$ cat config.mk
export PLATFORM = sky130hd
export DESIGN_NAME = cmp_tflag_unit
export DESIGN_NICKNAME = d
export VERILOG_FILES = /design/src/rtl/cmp_tflag_pkg.sv /design/src/rtl/cmp_magnitude.sv /design/src/rtl/cmp_lane_match.sv /design/src/rtl/cmp_flag_eval.sv /design/src/rtl/cmp_tflag_unit.sv
export SDC_FILE = /design/constraint.sdc
export NUM_CORES = 1
export LEC_CHECK = 0
export BUFFER_PORTS_ARGS = -buffer_cell sky130_fd_sc_hd__buf_2
export CAP_MARGIN = 20
export CORE_MARGIN = 4
export CORE_UTILIZATION = 47
export CTS_CLUSTER_SIZE = 24
export DETAILED_ROUTE_END_ITERATION = 16
export PLACE_DENSITY_LB_ADDON = 0.08
export SYNTH_ARGS = -nofsm -noshare
export SYNTH_HDL_FRONTEND = slang
export SYNTH_SLANG_ARGS = --single-unit
$ cat constraint.sdc
create_clock -name clk -period 2.8 [get_ports clk]
set_clock_uncertainty 0.15 [all_clocks]
set_input_delay 0.56 -clock clk [delete_from_list [all_inputs] [get_ports clk]]
set_output_delay 0.56 -clock clk [all_outputs]
set_load 0.03 [all_outputs]
$ cat src/rtl/cmp_tflag_pkg.sv
package cmp_tflag_pkg;
  typedef enum logic [3:0] {
    OP_EQ    = 4'h0,
    OP_EQI   = 4'h1,
    OP_UGE   = 4'h2,
    OP_UGT   = 4'h3,
    OP_SGE   = 4'h4,
    OP_SGT   = 4'h5,
    OP_POS   = 4'h6,
    OP_NNEG  = 4'h7,
    OP_LANEQ = 4'h8,
    OP_ANDZ  = 4'h9,
    OP_ANDZI = 4'hA,
    OP_DECZ  = 4'hB
  } cmp_op_e;

  typedef struct packed {
    logic hit;
    logic write;
  } flag_upd_t;
endpackage

$ cat src/rtl/cmp_magnitude.sv
module cmp_magnitude #(
  parameter int W = 32
) (
  input  logic [W-1:0] lhs,
  input  logic [W-1:0] rhs,
  output logic         u_ge,
  output logic         u_gt,
  output logic         s_ge,
  output logic         s_gt
);
  // Each compare answers "rhs versus lhs".
  // The signed order is the unsigned order after flipping both sign bits.
  localparam int EW = W + 1;

  logic [EW-1:0] u_diff;
  logic [EW-1:0] s_diff;
  logic [W-1:0]  lhs_s;
  logic [W-1:0]  rhs_s;
  logic          same;

  always_comb begin
    lhs_s = lhs ^ {1'b1, {(W-1){1'b0}}};
    rhs_s = rhs ^ {1'b1, {(W-1){1'b0}}};
    u_diff = {1'b0, rhs} - {1'b0, lhs};
    s_diff = {1'b0, rhs_s} - {1'b0, lhs_s};
    same = (rhs == lhs);
    u_ge = ~u_diff[W];
    s_ge = ~s_diff[W];
    u_gt = u_ge & ~same;
    s_gt = s_ge & ~same;
  end
endmodule

$ cat src/rtl/cmp_lane_match.sv
module cmp_lane_match #(
  parameter int W      = 32,
  parameter int LANE_W = 8
) (
  input  logic [W-1:0] x,
  input  logic [W-1:0] y,
  output logic         any_hit
);
  localparam int NLANES = W / LANE_W;

  logic [NLANES-1:0] hit;

  for (genvar g = 0; g < NLANES; g++) begin : g_lane
    assign hit[g] = (x[g*LANE_W +: LANE_W] == y[g*LANE_W +: LANE_W]);
  end

  assign any_hit = |hit;
endmodule

$ cat src/rtl/cmp_flag_eval.sv
module cmp_flag_eval
  import cmp_tflag_pkg::*;
#(
  parameter int W      = 32,
  parameter int LANE_W = 8
) (
  input  logic [3:0]   op,
  input  logic [W-1:0] a,
  input  logic [W-1:0] b,
  input  logic [W-1:0] k,
  output flag_upd_t    upd,
  output logic [W-1:0] dec_res
);
  logic u_ge, u_gt, s_ge, s_gt, lane_any;

  cmp_magnitude #(.W(W)) u_mag (
    .lhs(a), .rhs(b), .u_ge(u_ge), .u_gt(u_gt), .s_ge(s_ge), .s_gt(s_gt)
  );

  cmp_lane_match #(.W(W), .LANE_W(LANE_W)) u_lane (
    .x(a), .y(b), .any_hit(lane_any)
  );

  always_comb begin
    dec_res   = a - W'(1);
    upd.write = 1'b1;
    upd.hit   = 1'b0;
    case (op)
      OP_EQ:    upd.hit = (a == b);
      OP_EQI:   upd.hit = ($signed(a) == $signed(k));
      OP_UGE:   upd.hit = u_ge;
      OP_UGT:   upd.hit = u_gt;
      OP_SGE:   upd.hit = s_ge;
      OP_SGT:   upd.hit = s_gt;
      OP_POS:   upd.hit = ~a[W-1] & (|a);
      OP_NNEG:  upd.hit = ~a[W-1];
      OP_LANEQ: upd.hit = lane_any;
      OP_ANDZ:  upd.hit = ((a & b) == '0);
      OP_ANDZI: upd.hit = ((a & k) == '0);
      OP_DECZ:  upd.hit = (dec_res == '0);
      default:  upd.write = 1'b0;
    endcase
  end
endmodule

$ cat src/rtl/cmp_tflag_unit.sv
module cmp_tflag_unit
  import cmp_tflag_pkg::*;
#(
  parameter int DATA_W = 32,
  parameter int LANE_W = 8
) (
  input  logic              clk,
  input  logic              rst_n,
  input  logic              in_valid,
  input  logic [3:0]        op_sel,
  input  logic [DATA_W-1:0] opnd_a,
  input  logic [DATA_W-1:0] opnd_b,
  input  logic [DATA_W-1:0] imm,
  output logic              t_flag,
  output logic              done,
  output logic [DATA_W-1:0] dec_value
);
  flag_upd_t         upd;
  logic [DATA_W-1:0] dec_res;

  cmp_flag_eval #(.W(DATA_W), .LANE_W(LANE_W)) u_eval (
    .op(op_sel), .a(opnd_a), .b(opnd_b), .k(imm), .upd(upd), .dec_res(dec_res)
  );

  always_ff @(posedge clk) begin
    if (!rst_n) begin
      t_flag    <= 1'b0;
      done      <= 1'b0;
      dec_value <= '0;
    end else begin
      done <= in_valid;
      if (in_valid && upd.write) t_flag <= upd.hit;
      if (in_valid && op_sel == OP_DECZ) dec_value <= dec_res;
    end
  end

  assert_done_after_req_R2: assert property (@(posedge clk) disable iff (!rst_n)
    in_valid |=> done);
  assert_done_needs_req_R2: assert property (@(posedge clk) disable iff (!rst_n)
    done |-> $past(in_valid));
  assert_idle_hold_R2: assert property (@(posedge clk) disable iff (!rst_n)
    !in_valid |=> $stable(t_flag));
  assert_unused_hold_R10: assert property (@(posedge clk) disable iff (!rst_n)
    (in_valid && op_sel >= 4'hC) |=> $stable(t_flag));
  assert_eq_sets_R3: assert property (@(posedge clk) disable iff (!rst_n)
    (in_valid && op_sel == OP_EQ && opnd_a == opnd_b) |=> t_flag);
  assert_nneg_sign_R6: assert property (@(posedge clk) disable iff (!rst_n)
    (in_valid && op_sel == OP_NNEG && opnd_a[DATA_W-1]) |=> !t_flag);
  assert_dec_hold_R9: assert property (@(posedge clk) disable iff (!rst_n)
    !(in_valid && op_sel == OP_DECZ) |=> $stable(dec_value));
endmodule

# Yosys cells after proc, flatten, opt, wreduce, memory -nomap -nowiden
# Cells that the tools add are included.
[totals]
elab_cells = 45
register_bits = 34
inputBits = 103
out_inout_bits = 34
[classes]
n_reduce_logical = 9
eq_ne = 18
n_addsub = 3
muxes = 2
bitwise = 10
[op_table]
columns = ["op", "n"]
rows = [
  ["== test 32 bit", 3],
  ["logical NOT 32 bit", 3],
  ["subtractor 32 x 32 -> 33 bit", 2],
  ["bitwise AND 32 bit", 2],
  ["== test 8 bit", 4],
  ["OR reduction 32 bit", 1],
  ["subtractor 32 x 1 -> 32 bit, second input constant", 1],
  ["== test 4 x 3 -> 1 bit, second input constant", 4],
  ["== test 4 bit, second input constant", 4],
  ["case mux 1 bit (12 select lines)", 1],
  ["OR reduction 12 bit", 1],
  ["== test 4 x 2 -> 1 bit, second input constant", 2],
  ["NOT 1 bit", 5],
  ["== test 4 x 1 -> 1 bit, second input constant", 1],
  ["logical NOT 4 bit", 1],
  ["OR reduction 4 bit", 1],
  ["bitwise AND 1 bit", 3],
  ["logical AND 1 bit", 2],
  ["two-way mux 1 bit", 1],
]

# Logic depth before layout (Yosys ltp)
[depth]
word_depth = 5
ltp_mapped = 10
mapped_depth_nobuf = 9

# Cells and area by module
# A second synthesis with hierarchy kept.
[hier_totals]
hier_cells = 553
hier_area_um2 = 4682.0
[by_module_without_submodules]
columns = ["module", "cells_each", "area_per_inst_um2", "n_inst", "seq_area_each_um2"]
rows = [
  ["cmp_flag_eval", 241, 2058.2, 1, 0.0],
  ["cmp_tflag_unit", 148, 1403.8, 1, 680.7],
  ["cmp_magnitude", 119, 868.3, 1, 0.0],
  ["cmp_lane_match", 45, 351.6, 1, 0.0],
]

# Least setup slack after synthesis
# Ideal clock, no wire load.
[synth_path]
kind = "input to register"
start = "input port opnd_a[1]"
end = "register t_flag"
required_ns = 2.528
arrival_time_ns = 2.517
path_stages = 10
slack_ns = 0.012
setup_ns = 0.122
path_buffers = 1
cell_sequence = "inv_1 -> ha_1 -> nor3b_4 -> and3_1 -> buf_4 -> nand2_2 -> or4_4 -> o31ai_2 -> nand4_1 -> o311a_1"
[synth_via]
elab_chain_len = 4
word_cells_on_any_way = 21
[synth_lines]
columns = ["element", "line_no", "source"]
rows = [
  ["start: declaration", "cmp_tflag_unit.sv:11", "input logic [DATA_W-1:0] opnd_a,"],
  ["branches (longest 3 deep; another with subtractor 32 x 1 -> 32 bit)", "n/a", ""],
  ["case mux 1 bit (12 select lines) (*)", "cmp_flag_eval.sv:28", "case (op)"],
  ["end signal: assignment", "cmp_tflag_unit.sv:32", "if (in_valid && upd.write) t_flag <= upd.hit;"],
  ["end: declaration", "cmp_tflag_unit.sv:14", "output logic t_flag,"],
]
# Every way passes the cells marked *.
# A chain may end at the register's enable or synchronous reset.

# Worst setup path after layout
[layout_path]
start = "input port opnd_a[20]"
end = "register t_flag"
# Same word-level chain as after synthesis.

==> flow_summary.yaml <==
drt:
  drtIter0Drc: 210
  postRouteAntennaNets: 0
  routed_via_density: 5.58
  num_vias: 4425
  drc_errors: 0
  dr.pass1.iters: 5
  wl_per_cell_um: 16.8
  wl_um: 13300
timing:
  report.final.slew_viol_count: 0
  hold-worst-slack_ns: 0.344
  period_needed_ns: 2.63
  hold_viol_final: 0
  postLayoutSetupSlackWorst_ns: 0.173
  rsz0062_at_grt: "no"
  slew_headroom_pct: 69.7
  layout_worst_path_cycle_share_pct: 93.8
  max_freq_mhz: 381
  finalSetupViolCount: 0
  tightestPinTransition_ns: 0.450
floorplan:
  io_pins: 137
  die_x_um: 100
  start_util_pct: 48.5
  num_rows: 33
  coreArea_sq_um: 8260
  die-area_sq_um: 10100
  chipHeight_um: 100
setup_path:
  critical_path_class: "input port to register"
  required_ns: 2.88
  critPathMaxFanout: 5
  critPathLaunchType: "input port"
  end_kind: "register"
  crit_arrival_ns: 2.71
synth:
  synth_top_cell_by_area: "ha_1"
  synth_top_area_share_pct: 30.9
  synth.yosys.seq_area_share_pct: 17.0
  synthTopCellsByArea: "ha_1 31%, dfxtp_1 17%, xnor2_1 4.8%"
  yosys_most_used_dff: "dfxtp_1"
  syn_avg_cell_area_sq_um: 8.42
  ys_ff_latch: 34
  syn_inst: 476
  async_reset_ff_share_pct: 0
  yosysUniqueCellTypes: 59
  synth_edf_count: 0
  syn_area_sq_um: 4010
  synth_fp_nets: 678
  yosysWarnings: 0
cells_and_area:
  layout-drive-gt1-share_pct: 35.6
  finalNonFillerCells: 793
  area_delta_synth_final_pct: 37.0
  diodes: 0
  nNetsFinal: 889
cts:
  holdBufCountCts: 0
  clockBufferDepth: 2
  cts_tree: "yes"
  root_buffer: "clkbuf_8"
  ctsResizeCount: 0
  path_clk_slew_ns: 0.08
  cts_setup_buffers: 0
  numCtsBuffers: 5
  worstSkewPairLatency_ns: 0.27
  cts.sink_count: 34
  htreeDepth: 2
global_route:
  grt_pass1_vias: 4462
  track_usage_pct: 26.2
  gr-total-overflow: 0
  grt_max_degree: 33
  antenna_found_initial: 0
  grt_pass1_wl_um: 21200
pwr:
  power_density_nw_per_um2: 268
  power_uw: 1470
  leakagePower_uw: 0.00277
  max-vdd-ir-drop_v: 0.000173
place:
  dp_slack_ns: -0.0975
  dp_hpwl_um: 11600
  gp_congestion: 0.932
  port_buffers: 136
  dp.cells: 785
flow_run:
  drv_cap: 0
worst_hold_path:
  hold_class: "register to register"
outcome:
  status: "finished clean"
## where the power goes
part	internal, uW	leakage, uW	switching [uW]	total [uW]
registers	495	0.000276	5.55	501
logic	249	0.00243	303	552
clock network	248	0.0000575	170	419
## path summary, 6_finish.rpt
| check | slack [ns] | depth (start not counted) | endpoint | startpoint |
|---|---|---|---|---|
| max | 0.17 | 9 | t_flag | opnd_a[20] |
| min | 0.34 | 1 | dec_value[31] | dec_value[31] |
| max reg2reg | 1.94 | 2 | t_flag | t_flag |
| min reg2reg | 0.34 | 1 | dec_value[31] | dec_value[31] |
## area by class of cell
| cell class | count | area, sq um |
|---|---|---|
| Inverter | 39 | 146 |
| Fill cell | 747 | 2770 |
| Tap cell | 105 | 131 |
| Sequential cell | 34 | 681 |
| Timing Repair Buffer | 219 | 1300 |
| Clock buffer | 8 | 110 |
| Multi-Input combinational cell | 388 | 3120 |
## routing by layer
metal | vias to the layer above | part of all wire [%] | GRT usage, %
met4 | 0 | 2.3 | 7.36
li1 | 2208 | - | -
met2 | 184 | 46 | 44.8
met1 | 2007 | 45 | 35.0
met5 | - | 0 | 0
met3 | 26 | 6.3 | 2.36
## kinds of logic after synthesis
| logic type | after synthesis | synth area share (%) |
|---|---|---|
| buffers and inverters | 54 | 5.21 |
| adder cells (fa/ha/maj) | 99 | 30.9 |
| flip-flops | 34 | 17.0 |
| AO/OA/AOI/OAI | 85 | 15.6 |
| multiplexers | 2 | 0.499 |
| XOR/XNOR | 23 | 5.21 |
| AND/OR/NAND/NOR | 179 | 25.6 |
## synthesized netlist by cell type, drive strengths merged, types with 2 or more instances
library cell  count
a21oi            12
a21o              5
nor2b             3
o2111ai           2
nor2             43
nor4b             7
o211ai            5
a311oi            4
or4               3
clkbuf           10
mux2i             2
o311a             2
and2              2
or3               3
nand3            12
and3              6
nand4            20
nor4             32
o31ai             5
buf               5
dfxtp            34
nor3             17
xnor2            23
a211oi           23
and4b             2
o21ai            10
nor3b             2
inv              38
a2111oi           2
nand2            23
o211a             5
ha               99
## metrics by stage
stage | instance area (sq um) | util, % | TNS, ns
2_1_floorplan | 4010 | - | 0
3_5_place_dp | 5380 | 65.2 | -0.0975
4_1_cts | 5490 | 66.5 | 0
6_report | 5490 | 66.5 | 0
5_1_grt | 5490 | 66.5 | 0
3_3_place_gp | 5380 | 65.2 | -0.0197
## registers in the layout, summed over array words and instances (netlist names)
register,cells
dec_value,32
done,1
t_flag,1
## worst max-delay path, cell delays in order
cell     delay, ns
buf_2         0.11
buf_4         0.15
nor4_2        0.35
nand3_2       0.18
or4_4         0.52
xnor2_2       0.15
nor4_1        0.28
and4b_1       0.25
o311a_1       0.15
## layout by cell type (no fill, tap or decap), types with 16 or more instances in the layout
master    instances
nor4_1           29
buf_2           136
a211oi_1         23
nor3_1           16
buf_4            83
nand4_1          20
xnor2_1          22
inv_1            38
dfxtp_1          34
nand2_1          20
nor2_1           43
ha_1             99
Power figures use the tool's default switching activity.
